`config.mk`:
```
export PLATFORM = sky130hd
export DESIGN_NAME = prio_irq_ctrl
export DESIGN_NICKNAME = d
export VERILOG_FILES = /design/src/rtl/pic_pkg.sv /design/src/rtl/pic_host_regs.sv /design/src/rtl/pic_req_latch.sv /design/src/rtl/pic_resolver.sv /design/src/rtl/prio_irq_ctrl.sv
export SDC_FILE = /design/constraint.sdc
export NUM_CORES = 1
export LEC_CHECK = 0
export CORE_ASPECT_RATIO = 0.7
export CORE_MARGIN = 2
export CORE_UTILIZATION = 54
export CTS_BUF_LIST = sky130_fd_sc_hd__clkbuf_4 sky130_fd_sc_hd__clkbuf_8
export DETAILED_ROUTE_END_ITERATION = 16
export PLACE_DENSITY = 0.89
export RECOVER_POWER = 100
export SLEW_MARGIN = 20
export SYNTH_ARGS = -nofsm -noshare
export SYNTH_HDL_FRONTEND = slang
export SYNTH_SLANG_ARGS = --single-unit
```
`constraint.sdc`:
```
create_clock -name clk -period 2.8 [get_ports clk]
set_input_delay 0.28 -clock clk [delete_from_list [all_inputs] [get_ports clk]]
set_output_delay 0.28 -clock clk [all_outputs]
set_load 0.1 [all_outputs]
```
`src/rtl/pic_pkg.sv`:
```
package pic_pkg;

    localparam int PIC_N  = 8;
    localparam int PIC_IW = 3;

    typedef enum logic [1:0] {
        ST_READY = 2'd0,
        ST_BASE  = 2'd1,
        ST_CASC  = 2'd2,
        ST_MODE  = 2'd3
    } init_st_t;

    typedef struct packed {
        logic [4:0]       base;
        logic             aeoi;
        logic [PIC_N-1:0] casc;
        logic             single;
        logic             want_mode;
    } pic_cfg_t;

    typedef struct packed {
        logic              spec;
        logic              nonspec;
        logic [PIC_IW-1:0] idx;
    } eoi_cmd_t;

    localparam logic [2:0] EOI_SPEC_CODE    = 3'b011;
    localparam logic [2:0] EOI_NONSPEC_CODE = 3'b001;

    // Index of the lowest set bit, or PIC_N when none is set.
    function automatic logic [PIC_IW:0] first_set(input logic [PIC_N-1:0] v);
        logic [PIC_IW:0] r;
        r = (PIC_IW+1)'(PIC_N);
        for (int i = PIC_N - 1; i >= 0; i--) begin
            if (v[i]) r = (PIC_IW+1)'(i);
        end
        return r;
    endfunction

endpackage

```
`src/rtl/pic_host_regs.sv`:
```
module pic_host_regs
    import pic_pkg::*;
(
    input  logic             clk,
    input  logic             rst,
    input  logic             wr_en,
    input  logic             addr,
    input  logic [PIC_N-1:0] wdata,
    output pic_cfg_t         cfg,
    output logic [PIC_N-1:0] imr,
    output logic             sel_isr,
    output logic             ready,
    output logic             init_pulse,
    output eoi_cmd_t         eoi
);

    init_st_t st_q;

    logic cmd_wr, data_wr;
    assign cmd_wr  = wr_en && !addr;
    assign data_wr = wr_en && addr;

    assign init_pulse = cmd_wr && wdata[4];
    assign ready      = (st_q == ST_READY);

    always_comb begin
        eoi.spec    = cmd_wr && !wdata[4] && !wdata[3] && (wdata[7:5] == EOI_SPEC_CODE);
        eoi.nonspec = cmd_wr && !wdata[4] && !wdata[3] && (wdata[7:5] == EOI_NONSPEC_CODE);
        eoi.idx     = wdata[PIC_IW-1:0];
    end

    always_ff @(posedge clk) begin
        if (rst) begin
            st_q    <= ST_READY;
            cfg     <= '0;
            imr     <= '1;
            sel_isr <= 1'b0;
        end else if (init_pulse) begin
            st_q          <= ST_BASE;
            cfg.want_mode <= wdata[0];
            cfg.single    <= wdata[1];
            cfg.aeoi      <= 1'b0;
            sel_isr       <= 1'b0;
        end else if (cmd_wr) begin
            if (wdata[3] && wdata[1]) begin
                sel_isr <= wdata[0];
            end
        end else if (data_wr) begin
            unique case (st_q)
                ST_BASE: begin
                    cfg.base <= wdata[7:3];
                    if (!cfg.single)        st_q <= ST_CASC;
                    else if (cfg.want_mode) st_q <= ST_MODE;
                    else                    st_q <= ST_READY;
                end
                ST_CASC: begin
                    cfg.casc <= wdata;
                    st_q     <= cfg.want_mode ? ST_MODE : ST_READY;
                end
                ST_MODE: begin
                    cfg.aeoi <= wdata[1];
                    st_q     <= ST_READY;
                end
                default: begin
                    imr <= wdata;
                end
            endcase
        end
    end

endmodule

```
`src/rtl/pic_req_latch.sv`:
```
module pic_req_latch
    import pic_pkg::*;
#(
    parameter logic [PIC_N-1:0] RESERVED_MASK = 8'h07
) (
    input  logic             clk,
    input  logic             rst,
    input  logic [PIC_N-1:0] irq_in,
    input  logic [PIC_N-1:0] trig_mode,
    input  logic [PIC_N-1:0] clr,
    output logic [PIC_N-1:0] irr
);

    logic [PIC_N-1:0] lvl_sel;
    assign lvl_sel = trig_mode & ~RESERVED_MASK;

    for (genvar g = 0; g < PIC_N; g++) begin : g_bit
        logic prev_q;
        always_ff @(posedge clk) begin
            if (rst) begin
                prev_q <= 1'b0;
                irr[g] <= 1'b0;
            end else begin
                prev_q <= irq_in[g];
                if (lvl_sel[g])                irr[g] <= irq_in[g];
                else if (irq_in[g] && !prev_q) irr[g] <= 1'b1;
                else if (clr[g])               irr[g] <= 1'b0;
            end
        end
    end

endmodule

```
`src/rtl/pic_resolver.sv`:
```
module pic_resolver
    import pic_pkg::*;
(
    input  logic             clk,
    input  logic             rst,
    input  logic [PIC_N-1:0] irr,
    input  logic [PIC_N-1:0] imr,
    input  logic             ready,
    input  logic [4:0]       base,
    input  logic             aeoi,
    input  logic             ack,
    input  logic             init_pulse,
    input  eoi_cmd_t         eoi,
    output logic [PIC_N-1:0] isr,
    output logic [PIC_N-1:0] clr,
    output logic             int_req,
    output logic [7:0]       vec_out,
    output logic             vec_vld
);

    logic [PIC_IW:0]  win, top;
    logic             grant;
    logic [PIC_N-1:0] isr_d;

    assign win     = first_set(irr & ~imr);
    assign top     = first_set(isr);
    assign int_req = ready && (win < top);
    assign grant   = ack && int_req;

    always_comb begin
        clr = '0;
        if (grant) clr[win[PIC_IW-1:0]] = 1'b1;
    end

    always_comb begin
        isr_d = isr;
        if (init_pulse) begin
            isr_d = '0;
        end else begin
            if (eoi.spec)                isr_d[eoi.idx] = 1'b0;
            if (eoi.nonspec && !top[PIC_IW]) isr_d[top[PIC_IW-1:0]] = 1'b0;
            if (grant && !aeoi)          isr_d[win[PIC_IW-1:0]] = 1'b1;
        end
    end

    always_ff @(posedge clk) begin
        if (rst) begin
            isr     <= '0;
            vec_out <= '0;
            vec_vld <= 1'b0;
        end else begin
            isr     <= isr_d;
            vec_vld <= ack;
            if (ack) vec_out <= {base, grant ? win[PIC_IW-1:0] : 3'd7};
        end
    end

endmodule

```
`src/rtl/prio_irq_ctrl.sv`:
```
module prio_irq_ctrl
    import pic_pkg::*;
#(
    parameter logic [PIC_N-1:0] RESERVED_MASK = 8'h07
) (
    input  logic             clk,
    input  logic             rst,
    input  logic             host_wr,
    input  logic             host_addr,
    input  logic [PIC_N-1:0] host_wdata,
    output logic [PIC_N-1:0] host_rdata,
    input  logic [PIC_N-1:0] irq_in,
    input  logic [PIC_N-1:0] trig_mode,
    output logic             int_out,
    input  logic             int_ack,
    output logic [7:0]       vec_out,
    output logic             vec_vld,
    output logic [PIC_N-1:0] casc_word
);

    pic_cfg_t         cfg_q;
    logic [PIC_N-1:0] imr_q, irr_q, isr_q, clr_w;
    logic             sel_isr, ready_w, init_pulse_w;
    eoi_cmd_t         eoi_w;
    logic             aeoi_w, eoi_spec_w, eoi_nspec_w;
    logic [PIC_IW-1:0] eoi_idx_w;

    pic_host_regs u_regs (
        .clk        (clk),
        .rst        (rst),
        .wr_en      (host_wr),
        .addr       (host_addr),
        .wdata      (host_wdata),
        .cfg        (cfg_q),
        .imr        (imr_q),
        .sel_isr    (sel_isr),
        .ready      (ready_w),
        .init_pulse (init_pulse_w),
        .eoi        (eoi_w)
    );

    pic_req_latch #(.RESERVED_MASK(RESERVED_MASK)) u_req (
        .clk       (clk),
        .rst       (rst),
        .irq_in    (irq_in),
        .trig_mode (trig_mode),
        .clr       (clr_w),
        .irr       (irr_q)
    );

    pic_resolver u_res (
        .clk        (clk),
        .rst        (rst),
        .irr        (irr_q),
        .imr        (imr_q),
        .ready      (ready_w),
        .base       (cfg_q.base),
        .aeoi       (cfg_q.aeoi),
        .ack        (int_ack),
        .init_pulse (init_pulse_w),
        .eoi        (eoi_w),
        .isr        (isr_q),
        .clr        (clr_w),
        .int_req    (int_out),
        .vec_out    (vec_out),
        .vec_vld    (vec_vld)
    );

    assign host_rdata  = host_addr ? imr_q : (sel_isr ? isr_q : irr_q);
    assign casc_word   = cfg_q.casc;
    assign aeoi_w      = cfg_q.aeoi;
    assign eoi_spec_w  = eoi_w.spec;
    assign eoi_nspec_w = eoi_w.nonspec;
    assign eoi_idx_w   = eoi_w.idx;

endmodule

```
Yosys cells after proc, flatten, opt, wreduce, memory -nomap -nowiden
Cells that the tools add are included.
- logic and storage cells: 166
- flip-flop bits (word level): 60
- output and inout port bits: 26
- input bits: 29
- eq/ne operators: 6
- magnitude comparators: 7
- mux-type cells: 58
- bitwise gates (word level): 10
- reductions and logical operators: 57
- operator list (kind ; number):
    $mux 4 ; 16
    $mux 8 ; 8
    $mux 1 ; 27
    $and 8x8->8 ; 3
    $not 8->8 ; 3
    $logic_and 1x1->1 ; 23
    $reduce_bool 3->1 ; 6
    $logic_not 1->1 ; 13
    $lt 3x4->1 const B ; 3
    $reduce_and 4->1 ; 3
    $demux 1 s3 ; 3
    $ge 3x1->1 const B ; 3
    $reduce_and 3->1 ; 3
    $or 8x8->8 ; 1
    $reduce_bool 2->1 ; 4
    $pmux 2 s3 ; 1
    $eq 2x2->1 const B ; 2
    $lt 4x4->1 ; 1
    $mux 2 ; 2
    $reduce_bool 4->1 ; 1
    $eq 3x1->1 const B ; 1
    $eq 3x2->1 const B ; 1
    $mux 3 ; 1
    $not 1->1 ; 3
    6 further kinds ; 6

Depth between registers and ports, before layout
Gate-level depths: netlist of the first run.
- word-level depth: 18
- depth in mapped cells: 12
- depth with buffers taken out: 11

By module
A second synthesis of the first run with hierarchy kept.
- cell total of the unflattened synthesis: 348
- area, all modules: 3019.1 µm²
- modules (own cells, without submodules) (module ; area each (µm²) ; seq. area each (µm²) ; instances ; cells an instance):
    pic_host_regs ; 1138.6 ; 540.5 ; 1 ; 130
    pic_resolver ; 1124.8 ; 340.3 ; 1 ; 143
    pic_req_latch ; 583.1 ; 320.3 ; 1 ; 49
    prio_irq_ctrl ; 172.7 ; 0.0 ; 1 ; 26

Least setup slack after synthesis of the first run
OpenSTA, ideal clock, no wires.
- path type: reg-to-reg
- start point: register u_res.isr[0]
- end point: register u_res.vec_out[1]
- arrival time: 4.448 ns
- library setup time: 0.247 ns
- path slack: -1.895 ns
- required time: 2.553 ns
- stages on the path, launching flop included: 8
- period minus slack after synthesis: 4.695 ns
- cells stage by stage: dfxtp_1 -> nor4_1 -> nand3_1 -> ha_1 -> a2111o_1 -> or2_1 -> o31ai_1 -> a311oi_1
- word-level cells in the longest chain between the ends: 5
- ends and longest elaborated chain (item ; line ; RTL):
    start, declared ; pic_resolver.sv:14 ; output logic [PIC_N-1:0] isr,
    start signal, assigned ; pic_resolver.sv:52 ; isr <= isr_d;
    $mux 4 ; pic_pkg.sv:35 ; if (v[i]) r = (PIC_IW+1)'(i);
    $lt 4x4->1 ; pic_resolver.sv:27 ; assign int_req = ready && (win < top);
    $logic_and 1x1->1 ; pic_resolver.sv:27 ;
    net int_out ; prio_irq_ctrl.sv:14 ; output logic int_out,
    $logic_and 1x1->1 ; pic_resolver.sv:28 ; assign grant = ack && int_req;
    $mux 3 ; pic_resolver.sv:54 ; if (ack) vec_out <= {base, grant ? win[PIC_IW-1:0] : 3'd7};
    end signal, assigned ; pic_resolver.sv:54 ;
    end, declared ; pic_resolver.sv:17 ; output logic [7:0] vec_out,
The timed path passes the listed nets, and every way through them passes these cells.
A chain may end at the register's enable or synchronous reset.

Worst setup path in the final report of the first run
- start point: register u_res.isr[0]
- end point: output int_out
- word-level cells in the longest chain between the ends: 3
- ends and longest elaborated chain (item ; line):
    $mux 4 ; pic_pkg.sv:35
    $lt 4x4->1 ; pic_resolver.sv:27
    $logic_and 1x1->1 ; pic_resolver.sv:27
    end, declared ; prio_irq_ctrl.sv:14
Every way passes these cells.

==> impl_metrics.prom, run 1 <==
# TYPE chip_impl_metric gauge
chip_impl_metric{name="num-nets-final",unit=""} 449
chip_impl_metric{name="pin_count",unit=""} 55
chip_impl_metric{name="post_drt_via_cell_ratio",unit=""} 5.90
chip_impl_metric{name="drc",unit=""} 0
chip_impl_info{name="combinational_family_with_the_most_area_after_synthesis",value="simple AND/OR/NAND/NOR gates"} 1
chip_impl_metric{name="async_reset_ff_frac",unit=""} 0
chip_impl_metric{name="synth_enable_flop_cells",unit=""} 0
chip_impl_metric{name="final-seq-area",unit="µm²"} 1210
chip_impl_metric{name="final_min_period_over_clock_period",unit=""} 1.07
chip_impl_metric{name="p_per_area",unit="nW/µm²"} 673
chip_impl_info{name="failing_checks",value="negative setup slack"} 1
chip_impl_metric{name="path_buf_inv",unit=""} 2
chip_impl_metric{name="finalMaxSlewViolations",unit=""} 0
chip_impl_info{name="outcome",value="complete, but fails checks"} 1
chip_impl_info{name="path_delay_family",value="compound AO/OA/AOI/OAI gates"} 1
chip_impl_metric{name="timing.max_cap.violations",unit=""} 0
chip_impl_metric{name="drt_pre_antenna_iters",unit=""} 5
chip_impl_metric{name="irDropWorstVdd",unit="mV"} 0.573
chip_impl_metric{name="critPathMaxStageDelay",unit="ps"} 420
chip_impl_metric{name="finalWorstSetupSlack",unit="ps"} -193
chip_impl_metric{name="worst_slew_pin_slew",unit="ps"} 1460
chip_impl_metric{name="postSynthCellCount",unit=""} 361
chip_impl_metric{name="number_of_antenna_violations_at_the_first_check_in_global_routing",unit=""} 0
chip_impl_metric{name="data_arrival_time_of_the_critical_path",unit="ps"} 2710
chip_impl_metric{name="max_slew_headroom",unit=""} 0.0286
chip_impl_metric{name="grt_max_degree",unit=""} 37
chip_impl_metric{name="static-leakage-power",unit="nW"} 1.53
chip_impl_metric{name="number_of_fill_cells_in_the_layout",unit=""} 406
chip_impl_metric{name="fin_hold_ws",unit="ps"} 457
chip_impl_info{name="clk_root_buffer_cell",value="sky130_fd_sc_hd__clkbuf_8"} 1
chip_impl_metric{name="initial_utilization",unit=""} 0.568
chip_impl_metric{name="first_global_vias",unit=""} 2626
chip_impl_info{name="synthFlopType",value="sky130_fd_sc_hd__dfxtp_1"} 1
chip_impl_metric{name="synth-xor-area-share",unit=""} 0
chip_impl_metric{name="area_of_the_die",unit="µm²"} 6210
chip_impl_metric{name="port-buffer-count",unit=""} 51
chip_impl_metric{name="route.vias.total",unit=""} 2916
chip_impl_metric{name="yosys.area_share.simple",unit=""} 0.268
chip_impl_metric{name="routed_wirelength",unit="mm"} 8.57
chip_impl_metric{name="clk_path_buf_depth",unit=""} 2
chip_impl_metric{name="grt_pass1_wl",unit="mm"} 13.3
chip_impl_metric{name="worst_clock_skew",unit="ps"} 4.80
chip_impl_metric{name="global_route.usage.total",unit=""} 0.287
chip_impl_metric{name="synth.net_count",unit=""} 393
chip_impl_metric{name="antenna_nets_post_route",unit=""} 0
chip_impl_info{name="cpMaxStageDelayCell",value="sky130_fd_sc_hd__a2111o_1"} 1
chip_impl_metric{name="areaGrowthSynthToFinish",unit="%"} 30.5
chip_impl_metric{name="final_area",unit="µm²"} 3940
chip_impl_metric{name="placementRows",unit=""} 22
chip_impl_metric{name="clk_pin_slew_worst_paths",unit="ps"} 70
chip_impl_metric{name="synth_compound_gate_area_share",unit=""} 0.196
chip_impl_metric{name="muxShareOfSynthArea",unit=""} 0.0664
chip_impl_metric{name="crit_required",unit="ps"} 2520
chip_impl_metric{name="synth_seq_area_share",unit=""} 0.398
chip_impl_metric{name="fraction_of_final_layout_cells_sized_beyond_drive_strength_1",unit=""} 0.166
chip_impl_metric{name="synthesis.area_per_instance",unit="µm²"} 8.36
chip_impl_metric{name="yosys_warnings",unit=""} 0
chip_impl_metric{name="dp_hpwl",unit="mm"} 6.24
chip_impl_metric{name="core_area",unit="µm²"} 5310
chip_impl_metric{name="cts_htree_levels",unit=""} 3
chip_impl_metric{name="cts_sinks",unit=""} 60
chip_impl_metric{name="tritoncts_buffer_count",unit=""} 9
chip_impl_metric{name="achievable-frequency",unit="GHz"} 0.334
chip_impl_metric{name="period_needed",unit="ps"} 2990
chip_impl_metric{name="antennaDiodeCount",unit=""} 0
chip_impl_info{name="grt_setup_unrepaired",value="yes"} 1
chip_impl_info{name="hold_path.class",value="reg2reg"} 1
chip_impl_metric{name="die_width",unit="µm"} 93.3
chip_impl_info{name="cts_tree",value="done"} 1
chip_impl_metric{name="post_synthesis_instance_area",unit="µm²"} 3020
chip_impl_info{name="worstPathCellList",value="nor4_4 -> buf_4 -> o41ai_2 -> ha_2 -> a2111o_1 -> or2_4 -> o31ai_4 -> buf_12"} 1
chip_impl_metric{name="place_area",unit="µm²"} 3700
chip_impl_metric{name="wl_per_cell",unit="µm"} 17.3
chip_impl_metric{name="multi_input_area",unit="µm²"} 1730
chip_impl_metric{name="chipHeight",unit="µm"} 66.5
chip_impl_metric{name="report.final.hold_viol_count",unit=""} 0
chip_impl_metric{name="arithmetic_cell_share_of_the_synthesized_area_counting_full_adders_half_adders_and_majority_gates",unit=""} 0.0124
chip_impl_metric{name="gr-total-overflow",unit=""} 0
chip_impl_info{name="worst_setup_path_start_kind",value="flop"} 1
chip_impl_metric{name="cts_hold_buf",unit=""} 0
chip_impl_metric{name="drt_iter0_markers",unit=""} 377
chip_impl_metric{name="postSynthRegisterBits",unit=""} 60
chip_impl_info{name="worst-setup-path-type",value="reg2out"} 1
chip_impl_metric{name="yosysUniqueCellTypes",unit=""} 50
chip_impl_metric{name="pre_cts_ws",unit="ps"} 133
chip_impl_metric{name="timing.final.setup_violations",unit=""} 1
chip_impl_metric{name="crit_fanout",unit=""} 3
chip_impl_metric{name="place_congestion",unit=""} 0.934
chip_impl_info{name="setup.worst_path.end_class",value="output port"} 1
chip_impl_metric{name="clk-insertion-delay-late",unit="ps"} 340
## flip-flops by register name, summed over array words and instances (netlist names)
| name | cells |
|---|---|
| u_regs.cfg | 16 |
| u_regs.imr | 8 |
| u_regs.sel_isr | 1 |
| u_regs.st_q | 2 |
| u_req.g_bit.prev_q | 8 |
| u_req.irr | 8 |
| u_res.isr | 8 |
| u_res.vec_out | 8 |
| u_res.vec_vld | 1 |
## per-layer routing
layer,vias up,share of wire,track usage
met2,161,0.45,0.424
met4,0,0.0069,0.0607
met5,-,0,0
li1,1388,-,-
met1,1359,0.45,0.413
met3,8,0.089,0.0894
## cells by family after synthesis
logic type,after synthesis
mux,20
buf+inv,39
fa+ha+maj,3
simple gates,155
flops,60
compound gates,84
## synth_stat cells (6+ instances only)
| library cell | number | area share |
|---|---|---|
| sky130_fd_sc_hd__a21oi_1 | 15 | 0.025 |
| sky130_fd_sc_hd__clkbuf_1 | 14 | 0.017 |
| sky130_fd_sc_hd__buf_4 | 8 | 0.020 |
| sky130_fd_sc_hd__inv_1 | 15 | 0.019 |
| sky130_fd_sc_hd__a211o_1 | 8 | 0.023 |
| sky130_fd_sc_hd__nor2_1 | 33 | 0.041 |
| sky130_fd_sc_hd__nand2_1 | 40 | 0.050 |
| sky130_fd_sc_hd__nand2b_1 | 14 | 0.029 |
| sky130_fd_sc_hd__nor2b_1 | 26 | 0.054 |
| sky130_fd_sc_hd__o31ai_1 | 6 | 0.015 |
| sky130_fd_sc_hd__o21ai_0 | 21 | 0.035 |
| sky130_fd_sc_hd__mux2i_1 | 20 | 0.066 |
| sky130_fd_sc_hd__dfxtp_1 | 60 | 0.40 |
| sky130_fd_sc_hd__nand3_1 | 14 | 0.023 |
| sky130_fd_sc_hd__a31oi_1 | 6 | 0.012 |
## path summary, 6_finish.rpt
path            startpoint       endpoint  slack, ps  cells past startpoint
min reg2reg  u_regs.cfg[3]  u_regs.cfg[3]        460                      2
min          u_regs.cfg[3]  u_regs.cfg[3]        460                      2
max reg2reg  u_regs.imr[6]   u_req.irr[7]        140                     11
max           u_res.isr[0]        int_out       -190                      8
## power breakdown
| group | total [W] | switching, W | internal [W] |
|---|---|---|---|
| Clock | 0.000902 | 0.000351 | 0.000551 |
| Combinational | 0.000815 | 0.000513 | 0.000302 |
| Sequential | 0.000933 | 0.0000353 | 0.000897 |
| Total | 0.00265 | 0.000900 | 0.00175 |
## worst min-delay path, delay by kind of cell (launching register included)
family | cells | cell delay, ps
compound gates | 1 | 50
flops | 1 | 310
simple gates | 1 | 50
## per-stage QoR
step	cells	setup TNS (ps)	utilization	total power [W]
3_3_place_gp	476	0	0.697	0.00172
6_report	494	-193	0.741	0.00265
5_1_grt	494	-309	0.741	0.00275
3_5_place_dp	476	0	0.697	0.00173
4_1_cts	494	-142	0.747	0.00265
2_1_floorplan	361	-359	-	0.00145
## repair_timing
action | 4_1_cts | 5_1_grt
pin swaps | 5 | 8
endpoints found under the setup margin | 1 | 1
setup buffers | 2 | 0
gates resized for setup | 4 | 16
cloned | 0 | 0
## layout by cell type, fill, tap and decap left out, types with 6 or more instances in the layout
cell type,Yosys,layout
sky130_fd_sc_hd__inv_1,15,15
sky130_fd_sc_hd__mux2i_1,20,20
sky130_fd_sc_hd__nand2_1,40,39
sky130_fd_sc_hd__clkbuf_1,14,19
sky130_fd_sc_hd__nor2_1,33,31
sky130_fd_sc_hd__clkbuf_8,0,11
sky130_fd_sc_hd__buf_12,0,9
sky130_fd_sc_hd__nand3_1,14,12
sky130_fd_sc_hd__a21oi_1,15,15
sky130_fd_sc_hd__o21ai_0,21,21
sky130_fd_sc_hd__dfxtp_1,60,55
sky130_fd_sc_hd__nor2b_1,26,24
sky130_fd_sc_hd__clkdlybuf4s50_1,0,22
sky130_fd_sc_hd__buf_4,8,16
sky130_fd_sc_hd__a31oi_1,6,6
sky130_fd_sc_hd__nand2b_1,14,11
sky130_fd_sc_hd__a211o_1,8,8
## final cells by class
type / count / share of cell area
timing repair buffer: 69 / 0.158
multi-input combinational: 262 / 0.439
inverter: 15 / 0.0143
clock buffer: 11 / 0.0384
tap: 72 / 0.0229
clock inverter: 5 / 0.0213
sequential: 60 / 0.307
(Power assumes the default switching activity.)
==> run 2: changes to the inputs <==
Settings changed: SKIP_LAST_GASP set to 1.
==> results of run 2 <==
Same layout as run 1: the final DEF is identical, and so are final timing and power.
==> run 3: changes to the inputs <==
Settings changed: CELL_PAD_IN_SITES_DETAIL_PLACEMENT set to 0, CELL_PAD_IN_SITES_GLOBAL_PLACEMENT set to 1, CORE_UTILIZATION 54 to 40.
==> impl_metrics.prom, run 3 (same netlist as run 1, synthesis figures left out) <==
# TYPE chip_impl_metric gauge
chip_impl_info{name="outcome",value="complete, but fails checks"} 1
chip_impl_info{name="failing_checks",value="negative setup slack"} 1
chip_impl_metric{name="timing.final.setup_violations",unit=""} 1
chip_impl_metric{name="tritoncts_buffer_count",unit=""} 9
chip_impl_metric{name="gr-total-overflow",unit=""} 0
chip_impl_metric{name="path_buf_inv",unit=""} 1
chip_impl_metric{name="area_of_the_die",unit="µm²"} 8260
chip_impl_info{name="crit-reg2reg-launch",value="u_req.irr[5]"} 1
chip_impl_info{name="largest-register",value="u_regs.cfg"} 1
chip_impl_metric{name="worst_slew_pin_slew",unit="ps"} 1180
chip_impl_metric{name="worstRegToRegCells",unit=""} 11
chip_impl_metric{name="data_arrival_time_of_the_critical_path",unit="ps"} 2660
chip_impl_metric{name="crit_fanout",unit=""} 4
chip_impl_info{name="cts_tree",value="done"} 1
chip_impl_metric{name="static-leakage-power",unit="nW"} 1.50
chip_impl_info{name="cell_seen_most_often_among_critical_path_stages",value="sky130_fd_sc_hd__nor2_2"} 1
chip_impl_metric{name="number_of_antenna_violations_at_the_first_check_in_global_routing",unit=""} 0
chip_impl_info{name="setup.worst_path.end_class",value="output port"} 1
chip_impl_metric{name="grt_pass1_wl",unit="mm"} 13.7
chip_impl_metric{name="irDropWorstVdd",unit="mV"} 0.302
chip_impl_metric{name="cp_num_cells",unit=""} 9
chip_impl_metric{name="first_global_vias",unit=""} 2716
chip_impl_metric{name="overall_power_consumption",unit="W"} 0.00251
chip_impl_info{name="hold_path.class",value="reg2reg"} 1
chip_impl_metric{name="clk_path_buf_depth",unit=""} 2
chip_impl_metric{name="global_route.usage.total",unit=""} 0.214
chip_impl_info{name="clk_root_buffer_cell",value="sky130_fd_sc_hd__clkbuf_8"} 1
chip_impl_metric{name="timing.max_cap.violations",unit=""} 0
chip_impl_metric{name="finalMaxSlewViolations",unit=""} 0
chip_impl_metric{name="grt_max_degree",unit=""} 42
chip_impl_info{name="worst-setup-path-type",value="reg2out"} 1
chip_impl_metric{name="initial_utilization",unit=""} 0.414
chip_impl_metric{name="achievable-frequency",unit="GHz"} 0.340
chip_impl_info{name="cpMaxStageDelayCell",value="sky130_fd_sc_hd__a2111o_1"} 1
chip_impl_metric{name="drt_iter0_markers",unit=""} 131
chip_impl_metric{name="routed_wirelength",unit="mm"} 8.46
chip_impl_metric{name="final_min_period_over_clock_period",unit=""} 1.05
chip_impl_metric{name="placementRows",unit=""} 26
chip_impl_metric{name="cts_htree_levels",unit=""} 3
chip_impl_metric{name="place_area",unit="µm²"} 3720
chip_impl_metric{name="antennaDiodeCount",unit=""} 0
chip_impl_metric{name="hold_depth",unit=""} 2
chip_impl_metric{name="dp_hpwl",unit="mm"} 6.41
chip_impl_metric{name="cts_sinks",unit=""} 60
chip_impl_metric{name="route.vias.total",unit=""} 2747
chip_impl_metric{name="max_slew_headroom",unit=""} 0.217
chip_impl_metric{name="crit_required",unit="ps"} 2520
chip_impl_metric{name="drt_pre_antenna_iters",unit=""} 4
chip_impl_metric{name="p_per_area",unit="nW/µm²"} 646
chip_impl_metric{name="areaGrowthSynthToFinish",unit="%"} 28.9
chip_impl_metric{name="final_area",unit="µm²"} 3890
chip_impl_info{name="worst_hold_startpoint",value="u_regs.cfg[8]"} 1
chip_impl_info{name="final_common_cell",value="sky130_fd_sc_hd__dfxtp_1"} 1
chip_impl_info{name="final_cell_mix",value="sky130_fd_sc_hd__dfxtp_1 (56), sky130_fd_sc_hd__nand2_1 (39), sky130_fd_sc_hd__nor2_1 (31), sky130_fd_sc_hd__nor2b_1 (25), sky130_fd_sc_hd__clkdlybuf4s50_1 (23)"} 1
chip_impl_metric{name="finalWorstSetupSlack",unit="ps"} -138
chip_impl_metric{name="drc",unit=""} 0
chip_impl_metric{name="regToRegSetupSlack",unit="ps"} 190
chip_impl_metric{name="flip_flop_count_of_the_largest_register_after_layout",unit=""} 16
chip_impl_metric{name="place_congestion",unit=""} 0.895
chip_impl_metric{name="num-nets-final",unit=""} 450
chip_impl_metric{name="report.final.hold_viol_count",unit=""} 0
chip_impl_metric{name="layout.core_utilization",unit=""} 0.534
chip_impl_metric{name="wl_per_cell",unit="µm"} 16.2
chip_impl_metric{name="pin_count",unit=""} 55
chip_impl_info{name="path_delay_family",value="simple AND/OR/NAND/NOR gates"} 1
chip_impl_metric{name="clk_pin_slew_worst_paths",unit="ps"} 70
chip_impl_metric{name="antenna_nets_post_route",unit=""} 0
chip_impl_metric{name="clk-insertion-delay-late",unit="ps"} 330
chip_impl_info{name="grt_setup_unrepaired",value="yes"} 1
chip_impl_metric{name="setup-tns-final",unit="ps"} -138
chip_impl_metric{name="die_width",unit="µm"} 108
chip_impl_metric{name="post_drt_via_cell_ratio",unit=""} 5.27
chip_impl_metric{name="cts_hold_buf",unit=""} 0
chip_impl_metric{name="fraction_of_final_layout_cells_sized_beyond_drive_strength_1",unit=""} 0.161
chip_impl_metric{name="period_needed",unit="ps"} 2940
chip_impl_metric{name="worst_clock_skew",unit="ps"} 7.56
chip_impl_metric{name="critPathMaxStageDelay",unit="ps"} 390
chip_impl_info{name="setup.worst_path.start",value="u_req.irr[5]"} 1
chip_impl_metric{name="chipHeight",unit="µm"} 76.7
chip_impl_info{name="worstPathCellList",value="nor2b_2 -> nor2_2 -> nand3_2 -> nor2_2 -> ha_1 -> a2111o_1 -> or2_4 -> o31ai_4 -> buf_12"} 1
chip_impl_metric{name="core_area",unit="µm²"} 7290
chip_impl_info{name="worst_setup_path_start_kind",value="flop"} 1
chip_impl_metric{name="port-buffer-count",unit=""} 51
[run 3: stage by stage]
step	hold WS (ps)	std cells	setup WS [ps]
final	456	521	-138
after global routing	482	521	-232
after CTS	459	519	-81.1
after detailed placement	448	500	140
after global placement	447	500	170
after floorplan	360	361	-149
[run 3: what timing repair did]
action | in CTS | in global routing
endpoints found under the setup margin | 1 | 1
buffers inserted | 3 | 2
gates resized for setup | 6 | 9
pin swaps | 4 | 5
[run 3: routing by layer]
| metal | track usage | up-vias | wire length [µm] |
|---|---|---|---|
| met4 | 0.0462 | 0 | 49 |
| met3 | 0.0638 | 4 | 778 |
| met2 | 0.318 | 92 | 3790 |
| met1 | 0.307 | 1261 | 3840 |
| met5 | 0 | - | 0 |
| li1 | - | 1390 | - |
[run 3: area by class of cell]
type | instances | area (µm²)
fillers | 750 | 3400
well taps | 98 | 123
clock inverters | 7 | 75.1
flip-flops and latches | 60 | 1210
clock buffers | 9 | 124
multi-input cells | 262 | 1710
inverters | 15 | 56.3
repair buffers | 70 | 597
[run 3: power breakdown]
| part | total (W) | leakage (nW) | switching, W | internal [W] |
|---|---|---|---|---|
| clock | 0.000783 | 0.0923 | 0.000368 | 0.000415 |
| combinational | 0.000796 | 0.912 | 0.000511 | 0.000285 |
| sequential | 0.000932 | 0.491 | 0.0000356 | 0.000896 |
| total | 0.00251 | 1.50 | 0.000915 | 0.00160 |
[run 3: tightest hold or removal path, stage by stage (launching register included)]
cell and delay (ps):
sky130_fd_sc_hd__dfxtp_1 310, sky130_fd_sc_hd__nand2_1 50, sky130_fd_sc_hd__a21oi_1 50
[run 3: worst paths after layout]
| path | end |
|---|---|
| setup / recovery | int_out |
| hold / removal | u_regs.cfg[8] |
| setup reg to reg | u_res.vec_out[1] |
| hold reg to reg | u_regs.cfg[8] |
